$ cat src/rtl/grt_pkg.sv
package grt_pkg;
  typedef enum logic [1:0] {
    REG_DATA = 2'd0,
    REG_CTRL = 2'd1,
    REG_EN   = 2'd2,
    REG_CLR  = 2'd3
  } grt_reg_e;

  localparam int SEL_W   = 3;
  localparam int SEL_A_LO = 0;
  localparam int SEL_B_LO = 3;
  localparam int WID_LO   = 6;
endpackage

$ cat src/rtl/grt_src_sel.sv
module grt_src_sel
  import grt_pkg::*;
(
  input  logic             clk,
  input  logic             rst_n,
  input  logic [SEL_W-1:0] sel_a,
  input  logic [SEL_W-1:0] sel_b,
  input  logic             tick_32k,
  input  logic             tick_8k,
  input  logic             tick_4k,
  input  logic             tick_2k,
  input  logic             tick_1k,
  input  logic             tick_256,
  input  logic             tick_4,
  input  logic             tick_2,
  input  logic             tick_tmb,
  input  logic             ext_a,
  input  logic             ext_b,
  output logic             gated,
  output logic             edge_evt
);
  logic gated_q;
  logic src_a;
  logic src_b;

  function automatic logic pick_a(input logic [SEL_W-1:0] s, input logic t32, input logic t8,
                                  input logic t4k, input logic ex);
    case (s)
      3'b010:  pick_a = t32;
      3'b011:  pick_a = t8;
      3'b100:  pick_a = t4k;
      3'b101:  pick_a = 1'b1;
      3'b111:  pick_a = ex;
      default: pick_a = 1'b0;
    endcase
  endfunction

  function automatic logic pick_b(input logic [SEL_W-1:0] s, input logic t2k, input logic t1k,
                                  input logic t256, input logic ttb, input logic t4,
                                  input logic t2, input logic ex);
    case (s)
      3'b000:  pick_b = t2k;
      3'b001:  pick_b = t1k;
      3'b010:  pick_b = t256;
      3'b011:  pick_b = ttb;
      3'b100:  pick_b = t4;
      3'b101:  pick_b = t2;
      3'b110:  pick_b = 1'b1;
      default: pick_b = ex;
    endcase
  endfunction

  assign src_a    = pick_a(sel_a, tick_32k, tick_8k, tick_4k, ext_a);
  assign src_b    = pick_b(sel_b, tick_2k, tick_1k, tick_256, tick_tmb, tick_4, tick_2, ext_b);
  assign gated    = src_a & src_b;
  assign edge_evt = gated & ~gated_q;

  always_ff @(posedge clk or negedge rst_n) begin
    if (!rst_n) gated_q <= 1'b0;
    else        gated_q <= gated;
  end
endmodule

$ cat src/rtl/grt_counter.sv
module grt_counter #(
  parameter int W = 16
) (
  input  logic         clk,
  input  logic         rst_n,
  input  logic         step,
  input  logic         load_en,
  input  logic [W-1:0] load_val,
  input  logic [W-1:0] reload_val,
  output logic [W-1:0] cnt,
  output logic         ovf
);
  localparam logic [W-1:0] CNT_MAX = '1;

  function automatic logic [W-1:0] incr(input logic [W-1:0] v);
    incr = v + W'(1);
  endfunction

  assign ovf = step && (cnt == CNT_MAX);

  always_ff @(posedge clk or negedge rst_n) begin
    if (!rst_n)       cnt <= '0;
    else if (ovf)     cnt <= reload_val;
    else if (step)    cnt <= incr(cnt);
    else if (load_en) cnt <= load_val;
  end
endmodule

$ cat src/rtl/grt_pwm.sv
module grt_pwm #(
  parameter int PH_W = 4
) (
  input  logic            clk,
  input  logic            rst_n,
  input  logic            ovf,
  input  logic [PH_W-1:0] width,
  output logic [PH_W-1:0] phase,
  output logic            tog,
  output logic            pwm
);
  function automatic logic above(input logic [PH_W-1:0] w, input logic [PH_W-1:0] p);
    above = (p < w);
  endfunction

  assign pwm = above(width, phase);

  always_ff @(posedge clk or negedge rst_n) begin
    if (!rst_n) begin
      phase <= '0;
      tog   <= 1'b0;
    end else if (ovf) begin
      phase <= phase + PH_W'(1);
      tog   <= ~tog;
    end
  end
endmodule

$ cat src/rtl/gated_reload_timer.sv
module gated_reload_timer
  import grt_pkg::*;
#(
  parameter int W    = 16,
  parameter int PH_W = 4
) (
  input  logic         clk,
  input  logic         rst_n,
  input  logic         tick_32k,
  input  logic         tick_8k,
  input  logic         tick_4k,
  input  logic         tick_2k,
  input  logic         tick_1k,
  input  logic         tick_256,
  input  logic         tick_4,
  input  logic         tick_2,
  input  logic         tick_tmb,
  input  logic         ext_a,
  input  logic         ext_b,
  input  logic         wr_en,
  input  logic [1:0]   wr_addr,
  input  logic [W-1:0] wr_data,
  input  logic [1:0]   rd_addr,
  output logic [W-1:0] rd_data,
  output logic         irq,
  output logic         tog_out,
  output logic         pwm_out
);
  localparam int IE_BIT = WID_LO + PH_W;
  localparam int CTRL_W = IE_BIT + 1;

  logic [CTRL_W-1:0] ctrl_q;
  logic [W-1:0]      reload_q;
  logic [W-1:0]      cnt_q;
  logic              en_q;
  logic              irq_q;
  logic              gated;
  logic              edge_evt;
  logic              step_evt;
  logic              ovf_evt;
  logic              ie;
  logic [PH_W-1:0]   pw_sel;
  logic [PH_W-1:0]   phase;
  logic              wr_data_sel;
  logic              clr_evt;

  assign ie          = ctrl_q[IE_BIT];
  assign pw_sel      = ctrl_q[WID_LO +: PH_W];
  assign step_evt    = en_q & edge_evt;
  assign wr_data_sel = wr_en && (wr_addr == REG_DATA);
  assign clr_evt     = wr_en && (wr_addr == REG_CLR) && wr_data[0];

  grt_src_sel u_src (
    .clk(clk), .rst_n(rst_n),
    .sel_a(ctrl_q[SEL_A_LO +: SEL_W]), .sel_b(ctrl_q[SEL_B_LO +: SEL_W]),
    .tick_32k(tick_32k), .tick_8k(tick_8k), .tick_4k(tick_4k), .tick_2k(tick_2k),
    .tick_1k(tick_1k), .tick_256(tick_256), .tick_4(tick_4), .tick_2(tick_2),
    .tick_tmb(tick_tmb), .ext_a(ext_a), .ext_b(ext_b),
    .gated(gated), .edge_evt(edge_evt)
  );

  grt_counter #(.W(W)) u_cnt (
    .clk(clk), .rst_n(rst_n), .step(step_evt),
    .load_en(wr_data_sel && !en_q), .load_val(wr_data),
    .reload_val(reload_q), .cnt(cnt_q), .ovf(ovf_evt)
  );

  grt_pwm #(.PH_W(PH_W)) u_pwm (
    .clk(clk), .rst_n(rst_n), .ovf(ovf_evt), .width(pw_sel),
    .phase(phase), .tog(tog_out), .pwm(pwm_out)
  );

  always_ff @(posedge clk or negedge rst_n) begin
    if (!rst_n) begin
      ctrl_q   <= '0;
      reload_q <= '0;
      en_q     <= 1'b0;
    end else if (wr_en) begin
      case (wr_addr)
        REG_DATA: reload_q <= wr_data;
        REG_CTRL: ctrl_q   <= wr_data[CTRL_W-1:0];
        REG_EN:   en_q     <= wr_data[0];
        default:  ;
      endcase
    end
  end

  always_ff @(posedge clk or negedge rst_n) begin
    if (!rst_n)              irq_q <= 1'b0;
    else if (ovf_evt && ie)  irq_q <= 1'b1;
    else if (clr_evt)        irq_q <= 1'b0;
  end

  assign irq = irq_q;

  always_comb begin
    case (rd_addr)
      REG_DATA: rd_data = cnt_q;
      REG_CTRL: rd_data = W'(ctrl_q);
      REG_EN:   rd_data = W'(en_q);
      default:  rd_data = W'(irq_q);
    endcase
  end
endmodule

$ cat config.mk
export PLATFORM = sky130hd
export DESIGN_NAME = gated_reload_timer
export DESIGN_NICKNAME = d
export VERILOG_FILES = /design/src/rtl/grt_pkg.sv /design/src/rtl/grt_src_sel.sv /design/src/rtl/grt_counter.sv /design/src/rtl/grt_pwm.sv /design/src/rtl/gated_reload_timer.sv
export SDC_FILE = /design/constraint.sdc
export NUM_CORES = 1
export LEC_CHECK = 0
export BUFFER_PORTS_ARGS = -buffer_cell sky130_fd_sc_hd__buf_2
export CAP_MARGIN = 20
export CELL_PAD_IN_SITES_DETAIL_PLACEMENT = 1
export CELL_PAD_IN_SITES_GLOBAL_PLACEMENT = 1
export CORE_AREA = 2 2 89 91
export DETAILED_ROUTE_END_ITERATION = 10
export DIE_AREA = 0 0 91 93
export HOLD_SLACK_MARGIN = 0.15
export PLACE_DENSITY_LB_ADDON = 0.1
export REMOVE_ABC_BUFFERS = 1
export SLEW_MARGIN = 10
export SYNTH_ARGS = -nofsm -noshare
export SYNTH_HDL_FRONTEND = slang
export SYNTH_SLANG_ARGS = --single-unit
export TNS_END_PERCENT = 30
$ cat constraint.sdc
create_clock -name clk -period 5.96 [get_ports clk]
set_input_delay 0.298 -clock clk [delete_from_list [all_inputs] [get_ports clk]]
set_output_delay 0.298 -clock clk [all_outputs]
set_load 0.03 [all_outputs]
==> impl_results.md, run 1 <==
* Status: complete, no violations
* DP Wirelength at approximately 6000 µm
* Routed len/inst at about 18 µm
* Worst setup EP type: flip-flop
* WP buf/inv at 1
* Post-synthesis simple-gate area fraction at between 10% and 20%
* Clk slew on worst S/H paths at approximately 0.10 ns
* Synth unique cells at 49
* Worst slew pin tran at just under 0.8 ns
* Psw at between 0.4 and 0.5 mW
* Share of power burned in the clock network at 18.1%
* Max cap viols at 0
* Setup crit start: ctrl_q[3]
* DRC at 0
* CTS Buf Count at 5
* Bufs on Longest Clock Path at 2
* Antenna cells at 0
* Area of the multi-input gates at about 0.0016 mm²
* Switch share at a little over 40%
* Fin. max-slew vios at 0
* Die Span X at 91 µm
* Post-CTS setup buffer count at 0
* Initial Util at between 30% and 40%
* Main combinational cell family by area after synthesis: simple AND/OR/NAND/NOR gates
* Synthesized area at roughly 0.0029 mm²
* Leak at around 1.5 nW
* CTS sink cnt at 51
* GP Congestion at approximately 0.78
* Die height at 93 µm
* Post-Synth Adder-Cell Area at between 2 and 2.5%
* Mux cell area share after synthesis at between 10% and 20%
* GR peak layer: met2
* Post-synthesis compound-gate area fraction at 12.6%
* Total number of vias at around 2,500
* Final #Nets at roughly 400
* All-Layer GR Usage at between 10% and 20%
* IO Pins at 53
* Endpoints failing setup at 0
* Register area share after synthesis at between 40 and 50%
* Port bufs at 52
* Synth Flop Type: dfrtp_1
* Via density at 5.35
* Most used cell, CP: a221o_1
* Max VDD drop at approximately 110 µV
* Slowest-stage cell, CP: dfrtp_1
* Cell Count, Final, Fillers Out at approximately 460
* Register area at around 0.0013 mm²
* Tmin final at around 2.4 ns
* Placed insts at between 400 and 500
* Die area at 0.00846 mm²
* Top delay family on crit path: compound AO/OA/AOI/OAI gates
* Hold Buf Count CTS at 1
* Xor/xnor cell area share of the yosys netlist at about 2.7%
* EDFF count, synth at 0
* Layout cell share with drive strength beyond 1 at 28.9%
* Slew HR at between 40% and 50%
* Antenna violations before repair at 0
* Met1 Use GR at between 20% and 30%
* Final WL at 8200 µm
* Met3 Use GR at roughly 3.0%
* Clock insertion delay at the later pin of the skew report at ~0.31 ns
* Ys async rst share at 100%
* Worst setup path category: flip-flop to flip-flop
* Register share of total power at approximately half
* First-pass DRT Iterations at 4
* P per Cell Area at approximately 340 mW/mm²
* TNS Setup at 0 ns
* Final Hold Fails at 0
* Root buffer cell: clkbuf_8
* Int Power at about 0.68 mW
* Vias in the first global route at about 2,500
* Share of the synthesized area in the top cell type at between 40 and 50%
* Met2 global-route usage at 33.6%
* Syn_area_per_cell at 9.57 µm²
* CP Launch Type: flip-flop
* H-tree depth reported by CTS at 2
* CP peak stage delay at ~0.46 ns
* Row count at 32
* Logic pwr share at approximately a third
* Post-DRT Antenna Nets at 0
* R2R Path Start: ctrl_q[3]
* Total grt overflow at 0
* Critical Path AT at about 2.6 ns
* Gate Count Post-Synth at around 310
* Min-delay src: wr_data[15]
* Period utilization at between 40 and 50%
* 1st-iter DRT viols at 98
* Fill count at around 920
* Cell breakdown of the critical path: mux2_2, a22oi_1, a221o_1, buf_4, o21ai_0, o211a_1, a221o_1
* RSZ-0062 raised after global routing: no
* Yosys reg bits at between 50 and 60
* Top post-synthesis cells by area: dfrtp_1 (43%), mux2_2 (11%), nand2_1 (5.9%)
* Crit-path max FO at 32
* Largest area contributor in the synthesized netlist: dfrtp_1
* Fmax at 418 MHz
* Synth-to-Final Area Change at 15.2%
* Critical Path RT at 6.15 ns
* Placeable Area at approximately 0.0075 mm²
* Post-CTS Resized at 0
* Largest net degree at the start of global routing at 52
* TritonCTS clock tree: yes
* Clock Skew at 0.0122 ns
* First-pass GRT wire length at 13,300 µm
* Worst hold path class: input port to flip-flop
* Yosys warning total at 0
[cells by family (layout without fill, tap and decap cells)]
logic type               count (synthesis)  in the layout
XOR/XNOR                                 9              9
adder cells (fa/ha/maj)                  5              5
AND/OR/NAND/NOR                        121            121
AO/OA/AOI/OAI                           55             55
buffers and inverters                   24             73
multiplexers                            43             43
flip-flops                              51             51
[sequential cells by signal (all words and copies together) (netlist names)]
signal / count
u_src.gated_q: 1
ctrl_q: 11
en_q: 1
irq: 1
u_pwm.phase: 4
u_cnt.cnt: 16
reload_q: 16
u_pwm.tog: 1
[worst paths after layout]
| kind | end | slack [ns] | cells after the start |
|---|---|---|---|
| min | u_cnt.cnt[15] | 0.21 | 2 |
| max reg2reg | u_cnt.cnt[11] | 3.57 | 7 |
| min in group asynchronous | en_q | 0.63 | 3 |
| min reg2reg | u_pwm.tog | 0.47 | 1 |
| max in group asynchronous | u_cnt.cnt[2] | 4.87 | 3 |
| max | u_cnt.cnt[11] | 3.57 | 7 |
[per-stage QoR]
step                hold slack (ns)  setup WS (ns)  area (µm²)  power (mW)  utilization, %
finish                        0.207           3.57        3390        1.14            45.1
detailed placement            0.457           3.58        3300       0.941            43.8
floorplan                   0.00241           2.96        2870       0.796               -
global route                  0.210           3.47        3390        1.22            45.1
CTS                           0.205           3.57        3390        1.15            45.1
global placement              0.467           3.65        3300       0.925            43.8
[synth_stat cells (5+ instances only)]
library cell,number
a211oi_1,5
a21oi_1,5
a31oi_1,7
clkbuf_1,11
dfrtp_1,51
ha_1,5
inv_1,7
mux2_2,30
mux2i_1,12
nand2_1,46
nand3_1,6
nand4_1,7
nor2_1,29
nor3_1,7
o21ai_0,14
xnor2_1,6
[layout make-up]
class                           count  area share [%]
Multi-Input combinational cell    233            46.3
Sequential cell                    51            37.6
Timing Repair Buffer               57            8.85
Tap cell                          102            3.76
Clock buffer                        5            2.03
Inverter                            8           0.885
Clock inverter                      3           0.590
[placed cells by master (no fill, tap or decap), types with 7 or more instances in the layout]
cell,netlist,routed
mux2i_1,12,12
nor2_1,29,29
nand4_1,7,7
dfrtp_1,51,51
o21ai_0,14,14
buf_2,1,52
mux2_2,30,30
nor3_1,7,7
a31oi_1,7,7
nand2_1,46,46
inv_1,7,7
[layer usage]
| layer | wire [µm] | share of wire [%] | vias up |
|---|---|---|---|
| met5 | 0 | 0 | - |
| met4 | 63 | 0.77 | 0 |
| met3 | 184 | 2.2 | 6 |
| met2 | 4030 | 49 | 32 |
| met1 | 3920 | 48 | 1232 |
| li1 | - | - | 1186 |
[power by group through the flow]
stage          combinational (mW)  sequential [mW]  clock (mW)
2_1_floorplan               0.280            0.515           0
3_3_place_gp                0.371            0.554           0
3_5_place_dp                0.384            0.557           0
4_1_cts                     0.388            0.550       0.213
5_1_grt                     0.424            0.569       0.224
6_report                    0.384            0.551       0.207
Power figures use the tool's default switching activity.
==> run 2, diff against run 1 <==
Settings changed: CORE_AREA 2 2 89 91 to 2 2 92 94, DIE_AREA 0 0 91 93 to 0 0 94 96.
Clock period 5.96 ns to 2.09 ns, I/O delays scaled along.
==> run 2 against run 1 <==
  * First-iteration DRC count shrank 52%
  * Sequential cell count is the same
  * Global-route usage grew 1.0 points
  * Clock-buffer cell count is the same
  * Total power grew to 3.1 times the previous value
  * Critical path type unchanged
  * Largest cell class unchanged
==> impl_results.md, run 2 (synthesis gave the netlist of run 1 again) <==
* Status: complete, no violations
* CTS sink cnt at about 50
* Min-delay src: wr_en
* DP Wirelength at 6770 µm
* R2R depth at 7
* Root buffer cell: clkbuf_8
* Synth-to-Final Area Change at 32.7%
* Max cap viols at 0
* 1st-iter DRT viols at 47
* Routed len/inst at ~17 µm
* Slew HR at about 58%
* Fill count at just under 1,000
* Final WL at about 8800 µm
* Fin. max-slew vios at 0
* Register area at 0.00128 mm²
* CTS Buf Count at 5
* Total number of vias at 2,617
* GP Congestion at about 0.76
* Hold Worst Slack at 0.203 ns
* Via density at around 5.1
* Final Hold Fails at 0
* Port bufs at 52
* First-pass GRT wire length at 14,300 µm
* Reg2Reg Setup Slack at 0.01 ns
* First-pass DRT Iterations at 4
* Bufs on Longest Clock Path at 2
* Area of the multi-input gates at roughly 0.0016 mm²
* Period utilization at between 90% and 100%
* CP Launch Type: flip-flop
* Crit-path max FO at 8
* Vias in the first global route at ~2,700
* Critical Path AT at 2.30 ns
* P per Cell Area at ~900 mW/mm²
* Worst slew pin tran at 0.624 ns
* Die height at approximately 96 µm
* Antenna violations before repair at 0
* Register share of total power at around 40%
* Placeable Area at 0.00805 mm²
* H-tree depth reported by CTS at 2
* All-Layer GR Usage at between 20% and 30%
* Logic pwr share at between 40% and 50%
* Clock Skew at 0.0105 ns
* Max VDD drop at between 300 and 400 µV
* Largest net degree at the start of global routing at 28
* Critical Path RT at between 2 and 2.5 ns
* Post-DRT Antenna Nets at 0
* Clock insertion delay at the later pin of the skew report at around 0.3 ns
* Worst setup EP type: flip-flop
* Die Span X at about 94 µm
* Row count at 33
* Int Power at about 2.2 mW
* Hold depth at 3
* R2r endpoint: u_cnt.cnt[13]
* Final #Nets at between 400 and 500
* Leak at around 1.8 nW
* Psw at between 1 and 1.5 mW
* Worst Hold End: en_q
* RSZ-0062 raised after global routing: yes
* DRC at 0
* Die area at around 0.0090 mm²
* Clk slew on worst S/H paths at around 0.10 ns
* Most frequent cells in the layout: buf_2 (52), dfrtp_1 (51), nand2_1 (46)
* Initial Util at between 30% and 40%
* IO Pins at 53
* Top flop regs: reload_q: 16 flops, u_cnt.cnt: 16 flops, ctrl_q: 11 flops
* Endpoints failing setup at 0
* Antenna cells at 0
* Share of power burned in the clock network at between 15 and 20%
* Layout cell share with drive strength beyond 1 at 36.1%
* Switch share at slightly below 40%
* Commonest non-fill, non-tap cell in the layout: buf_2
* Final Power at about 3.5 mW
* Total grt overflow at 0
* R2R Path Start: ctrl_q[0]
* Tmin final at ~2.1 ns
* Worst hold path class: input port to flip-flop
* Fmax at 482 MHz
* TritonCTS clock tree: yes
* Worst setup path category: flip-flop to flip-flop
==> run 2: worst max-delay path by stage <==
stage,from,end,slack [ns]
after detailed placement,ctrl_q[3],u_cnt.cnt[11],-0.1
after global placement,ctrl_q[0],u_cnt.cnt[11],-0.05
after CTS,ctrl_q[0],u_cnt.cnt[11],0.004
final,ctrl_q[0],u_cnt.cnt[13],0.01
after global routing,ctrl_q[0],u_cnt.cnt[13],-0.09
after floorplan,wr_addr[0],u_cnt.cnt[11],-0.71
==> run 2: metrics by stage <==
step	instance area, µm²	instances	setup TNS [ns]	utilization [%]	setup WS (ns)
finish	3910	512	0	48.5	0.0135
global route	3910	512	-0.230	48.5	-0.0859
CTS	3820	509	0	47.4	0.00382
detailed placement	3560	484	-0.427	44.2	-0.0984
global placement	3560	484	-0.0939	44.2	-0.0468
floorplan	2870	292	-8.26	-	-0.712
==> run 2: critical path, cell delays in order, from the launching register on <==
cell	delay, ns
dfrtp_1	0.41
mux2i_1	0.12
or3_1	0.32
a221o_2	0.48
buf_6	0.17
o21a_1	0.18
o21a_1	0.18
o221ai_2	0.14
==> run 2: final cells by class <==
class | count | area share [%]
well taps | 105 | 3.36
repair buffers | 107 | 19.3
flip-flops and latches | 51 | 32.7
clock inverters | 3 | 0.512
inverters | 8 | 0.768
clock buffers | 5 | 1.76
multi-input cells | 233 | 41.6
==> run 2: metal layers <==
metal | vias to the layer above | track usage (%) | part of all wire [%]
li1 | 1295 | - | -
met1 | 1296 | 28.6 | 49
met2 | 24 | 35.7 | 49
met3 | 2 | 2.90 | 1.6
met4 | 0 | 3.14 | 0.41
met5 | - | 0 | 0
==> run 2: power by group through the flow <==
stage               registers (mW)  logic, mW  clock network [mW]
finish                        1.45       1.50               0.579
global placement              1.46       1.41                   0
global route                  1.49       1.66               0.631
detailed placement            1.47       1.43                   0
CTS                           1.45       1.47               0.599
floorplan                     1.47      0.800                   0
==> run 2: repair_timing <==
action / CTS / global route
setup buffers: 0 / 3
hold buffers: 17 / 0
gates cloned: 0 / 0
hold endpoints to repair: 61 / 0
pin swaps: 1 / 4
setup endpoints to repair: 9 / 8
resized for setup: 1 / 15
==> run 3, diff against run 2 <==
--- a/config.mk
+++ b/config.mk
@@ -11,5 +11,5 @@
 export CELL_PAD_IN_SITES_GLOBAL_PLACEMENT = 1
-export CORE_AREA = 2 2 92 94
+export CORE_AREA = 2 2 95 97
 export DETAILED_ROUTE_END_ITERATION = 10
-export DIE_AREA = 0 0 94 96
+export DIE_AREA = 0 0 97 99
 export HOLD_SLACK_MARGIN = 0.15
@@ -17,3 +17,3 @@
 export REMOVE_ABC_BUFFERS = 1
-export SLEW_MARGIN = 10
+export SLEW_MARGIN = 40
 export SYNTH_ARGS = -nofsm -noshare
--- a/constraint.sdc
+++ b/constraint.sdc
@@ -3,2 +3,2 @@
 set_output_delay 0.1045 -clock clk [all_outputs]
-set_load 0.03 [all_outputs]
+set_load 0.01 [all_outputs]
==> run 3 against run 2 <==
  * Critical endpoint unchanged
  * Sequential cell count stayed put
  * Highest routed layer unchanged
  * Total power is 2.3% lower
  * Register-to-register slack worse by 0.02 ns
  * Maximum frequency decreased by 1.0%
  * The run now ends with negative setup slack left
==> impl_results.md, run 3 (synthesis gave the netlist of run 1 again) <==
* Status: finished with violations
* Violated checks: negative setup slack
* Routed wl met2 at 4370 µm
* First-pass GRT wire length at roughly 15,000 µm
* IO Pins at 53
* Placeable Area at ~0.0086 mm²
* Placement Cell Area at between 0.003 and 0.004 mm²
* Final Power at approximately 3.4 mW
* Die height at 99 µm
* First-pass DRT Iterations at 4
* Tmin final at 2.10 ns
* Total grt overflow at 0
* Logic pwr share at between 40% and 50%
* Fin area at between 0.003 and 0.004 mm²
* Endpoints failing setup at 2
* Clock insertion delay at the later pin of the skew report at 0.30 ns
* GP Congestion at 0.834
* Final Hold Fails at 0
* P per Cell Area at between 800 and 900 mW/mm²
* CP Launch Type: flip-flop
* All-Layer GR Usage at 19.5%
* DP Wirelength at around 6700 µm
* Crit-path max FO at 6
* Initial Util at between 30 and 40%
* Register share of total power at 41.8%
* Max layer used: met4
* Routed len/inst at between 15 and 20 µm
* Antenna cells at 0
* 1st-iter DRT viols at 98
* Switch share at between 30% and 40%
* Slew HR at between 50% and 60%
* Most frequent cells in the layout: buf_2 (52), dfrtp_1 (50), nand2_1 (46)
* Bufs on Longest Clock Path at 2
* DRC at 0
* Top flop regs: reload_q: 16 flops, u_cnt.cnt: 16 flops, ctrl_q: 11 flops
* R2R Path Start: ctrl_q[0]
* Worst setup margin at -0.00796 ns
* Cell breakdown of the critical path: mux2i_1, or3_1, a221o_2, buf_6, o21a_1, o21a_1, o221ai_2
* CP peak stage delay at ~0.47 ns
* Met3 WL post-DR at around 230 µm
* Critical Path AT at roughly 2.3 ns
* RSZ-0062 raised after global routing: yes
* TNS Setup at -0.00844 ns
* Psw at around 1.2 mW
* Max VDD drop at roughly 300 µV
* CTS Buf Count at 5
* Hold Worst Slack at 0.160 ns
* Total number of vias at about 2,600
* Worst slew pin tran at approximately 0.67 ns
* Slowest-stage cell, CP: a221o_2
* Reg2Reg Setup Slack at -0.008 ns
* Max cap viols at 0
* Period utilization at 100%
* M1 WL at 4190 µm
* Most used cell, CP: o21a_1
* Fmax at around 480 MHz
* Final #Nets at 448
* Root buffer cell: clkbuf_8
* Setup crit start: ctrl_q[0]
* Vias in the first global route at between 2,000 and 3,000
* Post-DRT Antenna Nets at 0
* Largest net degree at the start of global routing at 27
* Commonest non-fill, non-tap cell in the layout: buf_2
* Antenna violations before repair at 0
* TritonCTS clock tree: yes
* Hold depth at 3
* Min-delay src: wr_addr[0]
* Fin. max-slew vios at 0
* Clk slew on worst S/H paths at around 0.10 ns
* Layout cell share with drive strength beyond 1 at roughly a third
* Die Span X at 97 µm
* Synth-to-Final Area Change at 31.9%
* Placed insts at about 490
* Die area at 0.00960 mm²
* H-tree depth reported by CTS at 2
* Worst hold path class: input port to flip-flop
* CTS sink cnt at slightly above 50
* R2R depth at 7
* Port bufs at 52
* Critical Path RT at 2.30 ns
* Int Power at between 2 and 2.5 mW
* Cell Count, Final, Fillers Out at around 520
* Final WL at 8820 µm
* Worst setup EP type: flip-flop
* Leak at 1.81 nW
* Via density at just over 5
* Row count at 34
* Share of power burned in the clock network at around 18%
* Worst setup path category: flip-flop to flip-flop
* Clock Skew at between 0.01 and 0.015 ns
## run 3: layout make-up
class,instances,area [µm²]
multi-input cells,233,1590
clock inverters,1,8.76
repair buffers,110,757
well taps,108,135
fillers,1009,4660
inverters,8,30.0
flip-flops and latches,51,1280
clock buffers,7,86.3
## run 3: path summary, 6_finish.rpt
check                                 to
min                                  irq
max reg2reg                u_cnt.cnt[13]
max                        u_cnt.cnt[13]
max in group asynchronous      ctrl_q[3]
min in group asynchronous            irq
min reg2reg                    u_pwm.tog
## run 3: power groups by stage
stage / logic [mW] / clock network (mW) / registers (mW)
floorplan: 0.708 / 0 / 1.47
global placement: 1.34 / 0 / 1.45
detailed placement: 1.36 / 0 / 1.46
CTS: 1.41 / 0.637 / 1.44
global route: 1.58 / 0.683 / 1.48
finish: 1.40 / 0.604 / 1.44
## run 3: critical path, delay by kind of cell, from the launching register on
kind | cells | cell delay, ns
multiplexers | 1 | 0.12
flip-flops | 1 | 0.40
buffers and inverters | 1 | 0.17
AO/OA/AOI/OAI | 4 | 1.00
AND/OR/NAND/NOR | 1 | 0.33
## run 3: metrics by stage
stage	util (%)	setup WS (ns)
2_1_floorplan	-	-0.712
3_3_place_gp	41.8	-0.0253
3_5_place_dp	41.8	-0.0610
4_1_cts	45.3	-0.0239
5_1_grt	45.4	-0.115
6_report	45.4	-0.00796
## run 3: timing repair
action	4_1_cts	5_1_grt
endpoints found under the hold margin	64	0
pin swaps	2	2
setup endpoints to repair	7	8
hold buffers	18	0
setup buffers	1	0
resized for setup	4	3
## run 3: routing by layer
metal	global-route usage [%]	up-vias
met3	2.34	2
met4	2.93	0
met5	0	-
met2	34.7	29
li1	-	1294
met1	26.2	1312
